===== src/rtl/keycorr_pkg.sv =====
package keycorr_pkg;
  typedef enum logic [2:0] {
    ST_IDLE,
    ST_ISSUE,
    ST_DRAIN,
    ST_CLOSE,
    ST_DIV,
    ST_FIN
  } kc_state_e;

  localparam int SCORE_W = 16;
  localparam int DIV_STEPS = 16;
endpackage


===== src/rtl/keycorr_bitmem.sv =====
module keycorr_bitmem #(
  parameter int DW    = 32,
  parameter int DEPTH = 32,
  parameter int AW    = 5
) (
  input  logic          clk,
  input  logic          we,
  input  logic [AW-1:0] waddr,
  input  logic [DW-1:0] wdata,
  input  logic [AW-1:0] raddr,
  output logic [DW-1:0] rdata
);
  logic [DW-1:0] mem_q [DEPTH];

  always_ff @(posedge clk) begin
    if (we) mem_q[waddr] <= wdata;
    rdata <= mem_q[raddr];
  end
endmodule


===== src/rtl/keycorr_lagslice.sv =====
module keycorr_lagslice #(
  parameter int WB  = 32,
  parameter int AW  = 5,
  parameter int CW  = 11,
  parameter int SW  = 5,
  parameter int PCW = 6
) (
  input  logic [WB-1:0]  x_word,
  input  logic [WB-1:0]  y_hi,
  input  logic [WB-1:0]  y_lo,
  input  logic [SW-1:0]  shamt,
  input  logic [AW-1:0]  w_idx,
  input  logic [CW-1:0]  lo,
  input  logic [CW-1:0]  hi,
  output logic [PCW-1:0] mism
);
  logic [2*WB-1:0] cat_w;
  logic [WB-1:0]   win_w;
  logic [WB-1:0]   keep_w;
  logic [WB-1:0]   diff_w;

  // funnel: pick WB test bits starting at bit offset shamt
  assign cat_w = {y_hi, y_lo};
  assign win_w = WB'(cat_w >> shamt);

  genvar i;
  for (i = 0; i < WB; i++) begin : g_keep
    localparam logic [SW-1:0] IB = SW'(i);
    logic [CW-1:0] pos;
    assign pos       = CW'({w_idx, IB});
    assign keep_w[i] = (pos >= lo) && (pos < hi);
  end

  assign diff_w = (x_word ^ win_w) & keep_w;

  always_comb begin
    mism = '0;
    for (int k = 0; k < WB; k++) mism = mism + PCW'(diff_w[k]);
  end
endmodule


===== src/rtl/keycorr_fracdiv.sv =====
module keycorr_fracdiv #(
  parameter int CW = 11,
  parameter int QW = 16
) (
  input  logic          clk,
  input  logic          rst,
  input  logic          load,
  input  logic          step,
  input  logic [CW-1:0] num,
  input  logic [CW-1:0] den,
  output logic [QW-1:0] quot
);
  logic [CW:0] rem_q;
  logic        fit;
  logic [CW:0] nxt;

  assign fit = rem_q >= {1'b0, den};
  assign nxt = fit ? rem_q - {1'b0, den} : rem_q;

  // restoring fraction division, first bit weighs 2^(QW-1)
  always_ff @(posedge clk) begin
    if (rst) begin
      rem_q <= '0;
      quot  <= '0;
    end else if (load) begin
      rem_q <= {1'b0, num};
      quot  <= '0;
    end else if (step) begin
      rem_q <= nxt << 1;
      quot  <= {quot[QW-2:0], fit};
    end
  end
endmodule


===== src/rtl/keycorr_auth.sv =====
module keycorr_auth
  import keycorr_pkg::*;
#(
  parameter int KEY_BITS  = 1024,
  parameter int MAX_LAG   = 72,
  parameter int WORD_BITS = 32,
  localparam int WORDS = KEY_BITS / WORD_BITS,
  localparam int AW    = $clog2(WORDS),
  localparam int SW    = $clog2(WORD_BITS),
  localparam int LW    = (($clog2(MAX_LAG + 1) + 1) > (SW + 1)) ? ($clog2(MAX_LAG + 1) + 1) : (SW + 1)
) (
  input  logic                 clk,
  input  logic                 rst,
  input  logic                 wr_en_i,
  input  logic                 wr_sel_i,
  input  logic [AW-1:0]        wr_addr_i,
  input  logic [WORD_BITS-1:0] wr_data_i,
  input  logic [SCORE_W-1:0]   thr_i,
  input  logic                 start_i,
  output logic                 busy_o,
  output logic                 valid_o,
  output logic                 auth_o,
  output logic [SCORE_W-1:0]   score_o,
  output logic [LW-1:0]        lag_o,
  output logic [SCORE_W-1:0]   hd_o
);
  localparam int CW    = $clog2(KEY_BITS + 1);
  localparam int LOG_L = $clog2(KEY_BITS);
  localparam int SUMW  = CW + 2;
  localparam int PCW   = $clog2(WORD_BITS + 1);
  localparam int SCW   = SUMW + 16;
  localparam logic [AW:0]           T_LAST = (AW + 1)'(WORDS);
  localparam logic signed [LW-1:0]  LAG_HI = LW'(MAX_LAG);
  localparam logic signed [LW-1:0]  LAG_LO = LW'(-MAX_LAG);
  localparam logic [CW-1:0]         L_CW   = CW'(KEY_BITS);
  localparam logic signed [SCW-1:0] SAT_HI = SCW'(32767);

  function automatic logic [LW-1:0] mag(input logic signed [LW-1:0] v);
    return (v < 0) ? -v : v;
  endfunction

  kc_state_e state_q;
  logic [AW:0]             t_q;
  logic signed [LW-1:0]    lag_q;
  logic                    arr_q, cons_q, first_q;
  logic [AW-1:0]           w_q;
  logic [WORD_BITS-1:0]    y_prev_q;
  logic [CW-1:0]           acc_q;
  logic signed [SUMW-1:0]  best_sum_q;
  logic signed [LW-1:0]    best_lag_q;
  logic [LW-1:0]           best_mag_q;
  logic [CW-1:0]           hd_mism_q, hd_ov_q;
  logic [SCORE_W-1:0]      thr_q;
  logic [4:0]              dcnt_q;

  logic                    we_x, we_y;
  logic [AW-1:0]           x_raddr, y_raddr;
  logic [WORD_BITS-1:0]    x_rd, y_rd;
  logic [LW-1:0]           lag_mag;
  logic [CW-1:0]           lo_w, hi_w, ov_w;
  logic [PCW-1:0]          mism_w;
  logic signed [SUMW-1:0]  cur_sum;
  logic [2*CW-1:0]         hd_lhs, hd_rhs;
  logic                    better_corr, better_hd;
  logic                    div_load, div_step;
  logic [SCORE_W-1:0]      quot_w;
  logic signed [SCW-1:0]   sc_wide, sc_sh;
  logic [SCORE_W-1:0]      score_w;

  // key stores, frozen during a sweep
  assign we_x = wr_en_i && !wr_sel_i && !busy_o;
  assign we_y = wr_en_i &&  wr_sel_i && !busy_o;

  assign x_raddr = t_q[AW-1:0] - AW'(1);
  assign y_raddr = t_q[AW-1:0] + AW'(lag_q >>> SW);

  keycorr_bitmem #(.DW(WORD_BITS), .DEPTH(WORDS), .AW(AW)) u_enr_mem (
    .clk(clk), .we(we_x), .waddr(wr_addr_i), .wdata(wr_data_i),
    .raddr(x_raddr), .rdata(x_rd)
  );

  keycorr_bitmem #(.DW(WORD_BITS), .DEPTH(WORDS), .AW(AW)) u_tst_mem (
    .clk(clk), .we(we_y), .waddr(wr_addr_i), .wdata(wr_data_i),
    .raddr(y_raddr), .rdata(y_rd)
  );

  // overlap window of the current offset
  assign lag_mag = mag(lag_q);
  assign lo_w    = (lag_q < 0) ? CW'(lag_mag) : '0;
  assign hi_w    = (lag_q > 0) ? L_CW - CW'(lag_mag) : L_CW;
  assign ov_w    = L_CW - CW'(lag_mag);

  keycorr_lagslice #(.WB(WORD_BITS), .AW(AW), .CW(CW), .SW(SW), .PCW(PCW)) u_slice (
    .x_word(x_rd), .y_hi(y_rd), .y_lo(y_prev_q), .shamt(lag_q[SW-1:0]),
    .w_idx(w_q), .lo(lo_w), .hi(hi_w), .mism(mism_w)
  );

  assign cur_sum     = $signed({2'b00, ov_w}) - $signed({1'b0, acc_q, 1'b0});
  assign better_corr = first_q || (cur_sum > best_sum_q) ||
                       ((cur_sum == best_sum_q) && (lag_mag < best_mag_q));
  assign hd_lhs      = {{CW{1'b0}}, acc_q} * {{CW{1'b0}}, hd_ov_q};
  assign hd_rhs      = {{CW{1'b0}}, hd_mism_q} * {{CW{1'b0}}, ov_w};
  assign better_hd   = first_q || (hd_lhs < hd_rhs);

  assign div_load = (state_q == ST_DIV) && (dcnt_q == 5'd0);
  assign div_step = (state_q == ST_DIV) && (dcnt_q != 5'd0);

  keycorr_fracdiv #(.CW(CW), .QW(SCORE_W)) u_div (
    .clk(clk), .rst(rst), .load(div_load), .step(div_step),
    .num(hd_mism_q), .den(hd_ov_q), .quot(quot_w)
  );

  // Q1.15 scaling of the peak sum with saturation at +1.0
  assign sc_wide = SCW'(best_sum_q) <<< 15;
  assign sc_sh   = sc_wide >>> LOG_L;
  assign score_w = (sc_sh > SAT_HI) ? 16'h7FFF : sc_sh[SCORE_W-1:0];

  always_ff @(posedge clk) begin
    if (rst) begin
      state_q    <= ST_IDLE;
      t_q        <= '0;
      lag_q      <= '0;
      arr_q      <= 1'b0;
      cons_q     <= 1'b0;
      first_q    <= 1'b0;
      w_q        <= '0;
      y_prev_q   <= '0;
      acc_q      <= '0;
      best_sum_q <= '0;
      best_lag_q <= '0;
      best_mag_q <= '0;
      hd_mism_q  <= '0;
      hd_ov_q    <= '0;
      thr_q      <= '0;
      dcnt_q     <= '0;
      busy_o     <= 1'b0;
      valid_o    <= 1'b0;
      auth_o     <= 1'b0;
      score_o    <= '0;
      lag_o      <= '0;
      hd_o       <= '0;
    end else begin
      arr_q   <= (state_q == ST_ISSUE);
      cons_q  <= (state_q == ST_ISSUE) && (t_q != '0);
      w_q     <= x_raddr;
      valid_o <= 1'b0;
      if (arr_q)  y_prev_q <= y_rd;
      if (cons_q) acc_q    <= acc_q + CW'(mism_w);
      unique case (state_q)
        ST_IDLE: begin
          if (start_i) begin
            state_q <= ST_ISSUE;
            t_q     <= '0;
            lag_q   <= LAG_LO;
            thr_q   <= thr_i;
            first_q <= 1'b1;
            acc_q   <= '0;
            busy_o  <= 1'b1;
          end
        end
        ST_ISSUE: begin
          if (t_q == T_LAST) state_q <= ST_DRAIN;
          else               t_q     <= t_q + 1'b1;
        end
        ST_DRAIN: state_q <= ST_CLOSE;
        ST_CLOSE: begin
          if (better_corr) begin
            best_sum_q <= cur_sum;
            best_lag_q <= lag_q;
            best_mag_q <= lag_mag;
          end
          if (better_hd) begin
            hd_mism_q <= acc_q;
            hd_ov_q   <= ov_w;
          end
          first_q <= 1'b0;
          acc_q   <= '0;
          t_q     <= '0;
          if (lag_q == LAG_HI) begin
            state_q <= ST_DIV;
            dcnt_q  <= '0;
          end else begin
            lag_q   <= lag_q + 1'b1;
            state_q <= ST_ISSUE;
          end
        end
        ST_DIV: begin
          dcnt_q <= dcnt_q + 1'b1;
          if (dcnt_q == 5'(DIV_STEPS)) state_q <= ST_FIN;
        end
        ST_FIN: begin
          score_o <= score_w;
          lag_o   <= best_lag_q;
          hd_o    <= quot_w;
          auth_o  <= $signed(score_w) >= $signed(thr_q);
          valid_o <= 1'b1;
          busy_o  <= 1'b0;
          state_q <= ST_IDLE;
        end
        default: state_q <= ST_IDLE;
      endcase
    end
  end
endmodule


===== config.mk =====
export PLATFORM = sky130hd
export DESIGN_NAME = keycorr_auth
export DESIGN_NICKNAME = d
export VERILOG_FILES = /design/src/rtl/keycorr_pkg.sv /design/src/rtl/keycorr_bitmem.sv /design/src/rtl/keycorr_lagslice.sv /design/src/rtl/keycorr_fracdiv.sv /design/src/rtl/keycorr_auth.sv
export SDC_FILE = /design/constraint.sdc
export NUM_CORES = 2
export LEC_CHECK = 0
export ABC_AREA = 1
export BUFFER_PORTS_ARGS = -buffer_cell sky130_fd_sc_hd__buf_2
export CAP_MARGIN = 20
export CORE_MARGIN = 2
export CORE_UTILIZATION = 60
export DETAILED_ROUTE_END_ITERATION = 10
export HOLD_SLACK_MARGIN = 0.15
export PLACE_DENSITY = 0.78
export RECOVER_POWER = 100
export SYNTH_ARGS = -nofsm -noshare
export SYNTH_HDL_FRONTEND = slang
export SYNTH_SLANG_ARGS = --single-unit

===== constraint.sdc =====
create_clock -name clk -period 10.02 [get_ports clk]
set_input_delay 0.501 -clock clk [delete_from_list [all_inputs] [get_ports clk]]
set_output_delay 0.501 -clock clk [all_outputs]
set_load 0.01 [all_outputs]

### Word-level counts from Yosys, hierarchy flattened

Memories as Yosys holds them, arrays and structs flattened. A register that Yosys moved wholly into a read port is not among the register bits.
Index checks and enable logic that the tools add are counted.

* register bits after elaboration: 211
* latch bits: 0
* memory bits (writable): 2048
* memory bits (read-only): 0
* input port bits: 58
* output and inout bits: 43
* logic and storage cells: 255
* memories: 2

Memories
* u_enr_mem.mem_q: words 32, bits a word 32, read ports 1, clocked after memory_dff 1, write ports 1, line keycorr_bitmem.sv:13 `logic [DW-1:0] mem_q [DEPTH];`
* u_tst_mem.mem_q: words 32, bits a word 32, read ports 1, clocked after memory_dff 1, write ports 1, line keycorr_bitmem.sv:13

* $add $sub $neg: 41
* $mul: 2
* divide/modulo/power cells: 0
* order comparisons: 72
* eq/ne operators: 15
* shifts and indexed selects: 1
* multiplexer cells: 31
* bitwise gates (word level): 2
* reduce and logical (&&, ||, !) cells: 64

Operator list (count)
* less-than comparator 10 x 11 -> 1 bit: 32
* greater-or-equal comparator 10 x 8 -> 1 bit: 32
* adder 6 x 1 -> 6 bit: 30
* two-way mux 11 bit: 6
* >> shifter 64 x 5 -> 32 bit: 1
* multiplier 11 x 11 -> 22 bit: 2
* logical AND 1 bit: 40
* AND 32 bit: 1
* two-way mux 8 bit: 4
* bitwise XOR 32 bit: 1
* less-than comparator 22 bit: 1
* one-hot mux 11 bit (2 select lines): 1
* greater-than comparator 18 x 16 -> 1 bit (second input constant): 1
* one-hot mux 6 bit (3 select lines): 1
* greater-or-equal comparator 16 bit: 1
* two-way mux 16 bit: 1
* one-hot mux 8 bit (2 select lines): 1
* one-hot mux 3 bit (5 select lines): 1
* equality test 13 bit: 1
* greater-than comparator 13 bit: 1
* subtractor 11 x 12 -> 13 bit: 1
* greater-or-equal comparator 12 x 11 -> 1 bit: 1
* two-way mux 3 bit: 4
* two-way mux 6 bit: 2
* other kinds (36): 61

### Longest topological paths before layout

* depth after elaboration: 42
* mapped depth: 52
* gate-level depth less buffers: 49

### Hierarchy

Synthesis repeated with hierarchy kept, for this count alone.

* cells, all modules: 10908
* area total of the unflattened synthesis: 109937.9 µm²

Modules (own cells, without submodules)
* keycorr_bitmem: instances 2, cells each 3536, area an instance 42405.7 µm², sequential area each 31390.1 µm²
* keycorr_auth: instances 1, cells each 2478, area an instance 17863.4 µm², sequential area each 3543.4 µm²
* keycorr_lagslice: instances 1, cells each 1051, area an instance 5291.3 µm², sequential area each 0.0 µm²
* keycorr_fracdiv: instances 1, cells each 307, area an instance 1971.9 µm², sequential area each 560.5 µm²

### Worst setup path after synthesis

Ideal clock, no wire load.

* kind: flip-flop to flip-flop
* start point: register lag_q[1]
* end point: register acc_q[8]
* setup time: 0.118 ns
* arrival: 9.126 ns
* data required time: 9.902 ns
* setup slack: 0.776 ns
* stages on the path, launching flop included: 46
* path buffers: 3
* clock period less this slack: 9.244 ns
* cell sequence: dfxtp_1 > buf_2 > inv_1 > buf_2 > buf_1 > ha_1 > nand2_4 > inv_1 > a21oi_2 > ha_1 > nand3_2 > nor2_4 > nand2_2 > o21ai_1 > nand2_1 > inv_2 > nand2_1 > ha_1 > (+10 left out) > fa_1 > fa_1 > fa_1 > fa_1 > fa_1 > fa_1 > fa_1 > o21ai_0 > xor2_1 > ha_1 > inv_1 > o31ai_1 > a21o_1 > nand2_1 > nor2_1 > nand3_1 > nand2_1 > nor2_1

* longest elaborated chain between the ends: 42
* elaborated cells on any way between the ends: 141
* those cells by class: add/sub: 34; order compare: 66; shift: 1; mux: 6; bitwise: 2; reduce/logical: 32

RTL lines
* start, declared: line keycorr_auth.sv:44 `logic signed [LW-1:0] lag_q;`
* start signal, assigned: line keycorr_auth.sv:183 `lag_q <= lag_q + 1'b1;`
* negator 8 bit or less-than comparator 8 x 1 -> 1 bit (tied branches): line keycorr_auth.sv:39 `return (v < 0) ? -v : v;`
* two-way mux 8 bit *: line keycorr_auth.sv:39
* subtractor 11 x 8 -> 11 bit *
* net ov_w[6]: line keycorr_auth.sv:60 `logic [CW-1:0] lo_w, hi_w, ov_w;`
* two-way mux 11 bit *: line keycorr_auth.sv:90 `assign hi_w = (lag_q > 0) ? L_CW - CW'(lag_mag) : L_CW;`
* less-than comparator 10 x 11 -> 1 bit: line keycorr_lagslice.sv:31 `assign keep_w[i] = (pos >= lo) && (pos < hi);`
* logical AND 1 bit: line keycorr_lagslice.sv:31
* AND 32 bit *: line keycorr_lagslice.sv:34 `assign diff_w = (x_word ^ win_w) & keep_w;`
* adder 1 x 1 -> 2 bit: line keycorr_lagslice.sv:38 `for (int k = 0; k < WB; k++) mism = mism + PCW'(diff_w[k]);`
* adder 6 x 1 -> 6 bit (29 in a row): line keycorr_lagslice.sv:38
* adder 6 x 1 -> 6 bit *: line keycorr_lagslice.sv:38
* adder 11 x 6 -> 11 bit *: line keycorr_auth.sv:148 `if (cons_q) acc_q <= acc_q + CW'(mism_w);`
* two-way mux 11 bit *: line keycorr_auth.sv:148
* two-way mux 11 bit: line keycorr_auth.sv:151 `if (start_i) begin`
* one-hot mux 11 bit (2 select lines) *: line keycorr_auth.sv:149 `unique case (state_q)`
* end signal, assigned: line keycorr_auth.sv:148
* end, declared: line keycorr_auth.sv:48 `logic [CW-1:0] acc_q;`

Mark *: on every way through the listed nets, which the timed path passes. The rest lies on a longest branch.
A chain may end at the register's enable or synchronous reset.

### Worst setup path in the final report

* start point: register t_q[0]
* end point: register u_enr_mem.rdata[5], read port of u_enr_mem.mem_q

* longest elaborated chain between the ends: 1

RTL lines
* start, declared: line keycorr_auth.sv:43 `logic [AW:0] t_q;`
* start signal, assigned: line keycorr_auth.sv:163 `else t_q <= t_q + 1'b1;`
* subtractor 5 x 1 -> 5 bit: line keycorr_auth.sv:74 `assign x_raddr = t_q[AW-1:0] - AW'(1);`
* end, declared: line keycorr_bitmem.sv:11 `output logic [DW-1:0] rdata`

No other way between the ends.

==> summary.txt <==
Outcome
  – Outcome: finished, violations left
  – Failing checks: max-capacitance violations, max-slew violations, negative setup slack

Floorplanning
  – FP Rows: between 150 and 200
  – Starting Density: 0.605
  – Core Area: ~170,000 um2
  – Full die area: between 150,000 and 200,000 um2
  – Die width: around 420 um
  – IO Pins: just over 100
  – Die Ht: ~420 um

Power and ir drop
  – Sw Ratio: 0.427
  – Leak pwr: 41.4 nW
  – Clock Power Share: 0.216
  – Net switching power: between 15 and 20 mW
  – P per Cell Area: 338 nW/um2
  – Cell internal pwr: 22.4 mW
  – Seq pwr share: 0.287
  – Peak VDD IR: roughly 1.8 mV
  – Comb pwr share: 0.497

STA
  – Slew Limit Headroom: -1.60
  – Final setup viols: 1
  – Worst slew pin tran: between 3000 and 4000 ps
  – Final-report hold violation count: 0
  – Final period util: 1.00
  – Hold Slack: 444 ps
  – Final Critical Period: approximately 10,000 ps
  – Final Slew Violations: 4,808
  – F_max: just under 100 MHz
  – Final critical-path setup slack: -32.1 ps
  – Final Skew: roughly 55 ps

Yosys
  – Mapped Avg Cell Area: approximately 12 um2
  – YS warnings: 0
  – Commonest cells in the synthesized netlist: 2,048 x edfxtp_1, 1,247 x nor2_1, 983 x o21ai_0, 892 x nand2_1, 679 x nand3_1
  – Most frequent cell after synthesis: edfxtp_1
  – Netlist cell types: 55
  – Largest area contributor in the netlist: edfxtp_1
  – Mapped Nets: 9,533
  – Synth Area in Simple Gates: 0.120
  – Cells after synthesis: a little over 9,000
  – Number of enable flip-flop cells after synthesis: 2,048
  – Adder-cell share of the synthesized area: 0.0638
  – Synth top area share: 0.584
  – Yosys reg bits: 2,317
  – Sequential fraction of the synthesis area: 0.636
  – Ys async rst share: 0
  – Main combinational cell family by area after synthesis: simple AND/OR/NAND/NOR gates
  – Ys flop type: edfxtp_1
  – Multiplexer share of the synthesized area: 0.0243
  – Synth Area in XOR/XNOR: 0.00648
  – Mapped Area: roughly 110,000 um2
  – Synth top area cells: edfxtp_1 58%, dfxtp_1 5.1%, o21ai_0 4.7%
  – Compound-Gate Fraction of Synth Area: 0.108

Global route
  – Largest net degree at the start of global routing: 204
  – Initial antenna violation count: 12
  – First-pass GRT wire length: ~450 mm
  – Vias in the first global route: just over 70,000
  – Grt ovf: 0
  – GRT Overall Usage: 0.332

Placed design
  – Placer Congestion: about 0.97
  – HPWL Detailed: 174 mm
  – Placed cell count: between 10,000 and 15,000
  – Post-DP Area: ~110,000 um2
  – IO buf count: 100

Drt
  – Routed Antenna Nets: 0
  – Avg WL per Cell: roughly 26 um
  – Routed wire length: between 300 and 400 mm
  – Via count: about 74,000
  – # DRC: 0
  – Post-DR vias/cell: between 6 and 7
  – DRT iter0 DRCs: a little under 10,000
  – First-pass iteration count of the detailed router: 6

Setup path
  – WP data required: approximately 11,000 ps
  – Crit path max fanout: 159
  – Critical Path AT: 10,760 ps
  – CP Launch Type: flop
  – Critical path class: flop to flop
  – Critical Path End Type: flop
  – CP Cell Sequence: inv_8 > nand3_1 > xor2_1 > clkbuf_1 > clkinvlp_2 > clkbuf_2 > nor2_1 > o21ai_0 > a32oi_1
  – Slowest cell on crit path: clkinvlp_2
  – Crit-path max cell delay: roughly 1800 ps

Clocking
  – Postcts setup bufs: 0
  – Sink Count: between 2,000 and 2,500
  – CTS Buf Count: 219
  – CTS tree: yes
  – Root Driver: clkbuf_16
  – Bufs on Longest Clock Path: 3
  – Skew-Pair Late Insertion Delay: just under 900 ps
  – CTS H-tree lvls: 4
  – Clock slew at reported path FFs: about 60 ps

Cells and area
  – Layout cell share with drive strength beyond 1: 0.0644
  – Register Area: 66,900 um2
  – Layout Cell Area excl Fill: about 120,000 um2
  – Synth-to-Final Area Change: 9.74%
  – FILL cells: approximately 12,000
  – Non-Filler Instances: 11,524
  – Area of the multi-input gates: ~34,000 um2
  – Final nets: between 9,000 and 10,000

Job
  – Max-capacitance violation count: between 100 and 150

Min path
  – Hold Crit Class: primary input to flop
==> stage by stage <==
stage / TNS (ps) / power [mW] / util / setup WS, ps
global route: -29.1 / 41.1 / 0.664 / -24.2
CTS: 0 / 38.6 / 0.666 / 457
finish: -32.1 / 39.0 / 0.664 / -32.1
floorplan: 0 / 25.6 / - / 776
global placement: 0 / 30.0 / 0.622 / 568
detailed placement: 0 / 30.2 / 0.622 / 519
==> power by group through the flow <==
stage / Sequential [mW] / Combinational (mW) / Clock (mW)
detailed placement: 11.4 / 18.8 / 0
finish: 11.2 / 19.4 / 8.43
CTS: 11.2 / 18.9 / 8.47
global placement: 11.4 / 18.6 / 0
global route: 11.2 / 21.0 / 8.84
floorplan: 11.1 / 14.5 / 0
==> worst paths after layout <==
kind | startpoint | end | slack [ps] | cells after the start
setup / recovery | t_q[0]$_SDFFE_PP0P_ | u_enr_mem.rdata[5]$_DFF_P_ | -30 | 9
hold / removal | wr_addr_i[4] | u_tst_mem.mem_q[0][16]$_DFFE_PP_ | 440 | 4
setup reg to reg | t_q[0]$_SDFFE_PP0P_ | u_enr_mem.rdata[5]$_DFF_P_ | -30 | 9
hold reg to reg | thr_q[11]$_SDFFE_PP0P_ | thr_q[11]$_SDFFE_PP0P_ | 460 | 2
==> cell families (layout without fill, tap and decap cells) <==
kind of cell / count (synthesis) / count (layout)
flip-flops: 2317 / 2317
AO/OA/AOI/OAI: 1835 / 1835
other: 0 / 7
buffers and inverters: 1151 / 1292
adder cells (fa/ha/maj): 424 / 424
XOR/XNOR: 77 / 77
multiplexers: 256 / 256
AND/OR/NAND/NOR: 2991 / 2991
==> cell type report <==
cell class / instances / share of cell area
Sequential cell: 2317 / 0.579
Multi-Input combinational cell: 5583 / 0.298
Clock buffer: 294 / 0.0522
Tap cell: 2325 / 0.0252
Inverter: 580 / 0.0191
Timing Repair Buffer: 293 / 0.0144
Clock inverter: 125 / 0.0119
Antenna cell: 7 / 0.000152
==> registers in the layout (all words and copies together) (netlist names), 3 cells and up <==
| name | count |
|---|---|
| u_tst_mem.mem_q | 1024 |
| y_prev_q | 32 |
| hd_mism_q | 11 |
| u_div.quot | 16 |
| score_o | 12 |
| hd_o | 16 |
| u_div.rem_q | 12 |
| w_q | 5 |
| best_lag_q | 7 |
| best_sum_q | 13 |
| dcnt_q | 5 |
| thr_q | 16 |
| acc_q | 11 |
| t_q | 6 |
| u_enr_mem.rdata | 32 |
| hd_ov_q | 11 |
| best_mag_q | 7 |
| u_tst_mem.rdata | 32 |
| state_q | 3 |
| u_enr_mem.mem_q | 1024 |
| lag_q | 8 |
| lag_o | 8 |
==> worst max-delay path, delay by kind of cell, from the launching register on <==
kind	cells	cell delay [ps]
buffers and inverters	4	5360
xor gates and xnor gates	1	1330
DFF	1	1390
AOI/OAI and AO/OA	2	840
and+or+nand+nor	2	750
==> timing repair <==
action	4_1_cts	5_1_grt
setup endpoints to repair	0	25
hold buffers	18	8
gates resized for setup	0	9
hold endpoints to repair	19	106
==> routing by layer <==
metal	vias up	GRT usage	wire length, um
met3	727	0.0575	31900
met5	-	0	13
li1	32576	-	-
met2	4546	0.539	144000
met1	36433	0.438	111000
met4	2	0.159	15500
==> layout by cell type, fill, tap and decap left out, drive strengths merged, types with 4 or more instances in the layout <==
cell,count
ha,236
nand3,686
nand4,32
edfxtp,2048
bufinv,21
o221ai,445
or2,7
a211oi,8
o31ai,8
mux2i,256
o22ai,69
nor3,33
dlygate4sd3,26
nand3b,16
inv,578
clkinv,98
o21bai,5
o21a,8
clkbuf,455
buf,106
dfxtp,269
o21ai,986
a31oi,47
and2,34
nor4,4
o211ai,17
a21oi,190
diode,7
xor2,51
nor2,1265
a22oi,8
a32oi,31
clkinvlp,8
a21o,6
fa,188
xnor2,26
nand2,910
nor3b,4
Note: power is estimated with default switching activity, not from simulation.
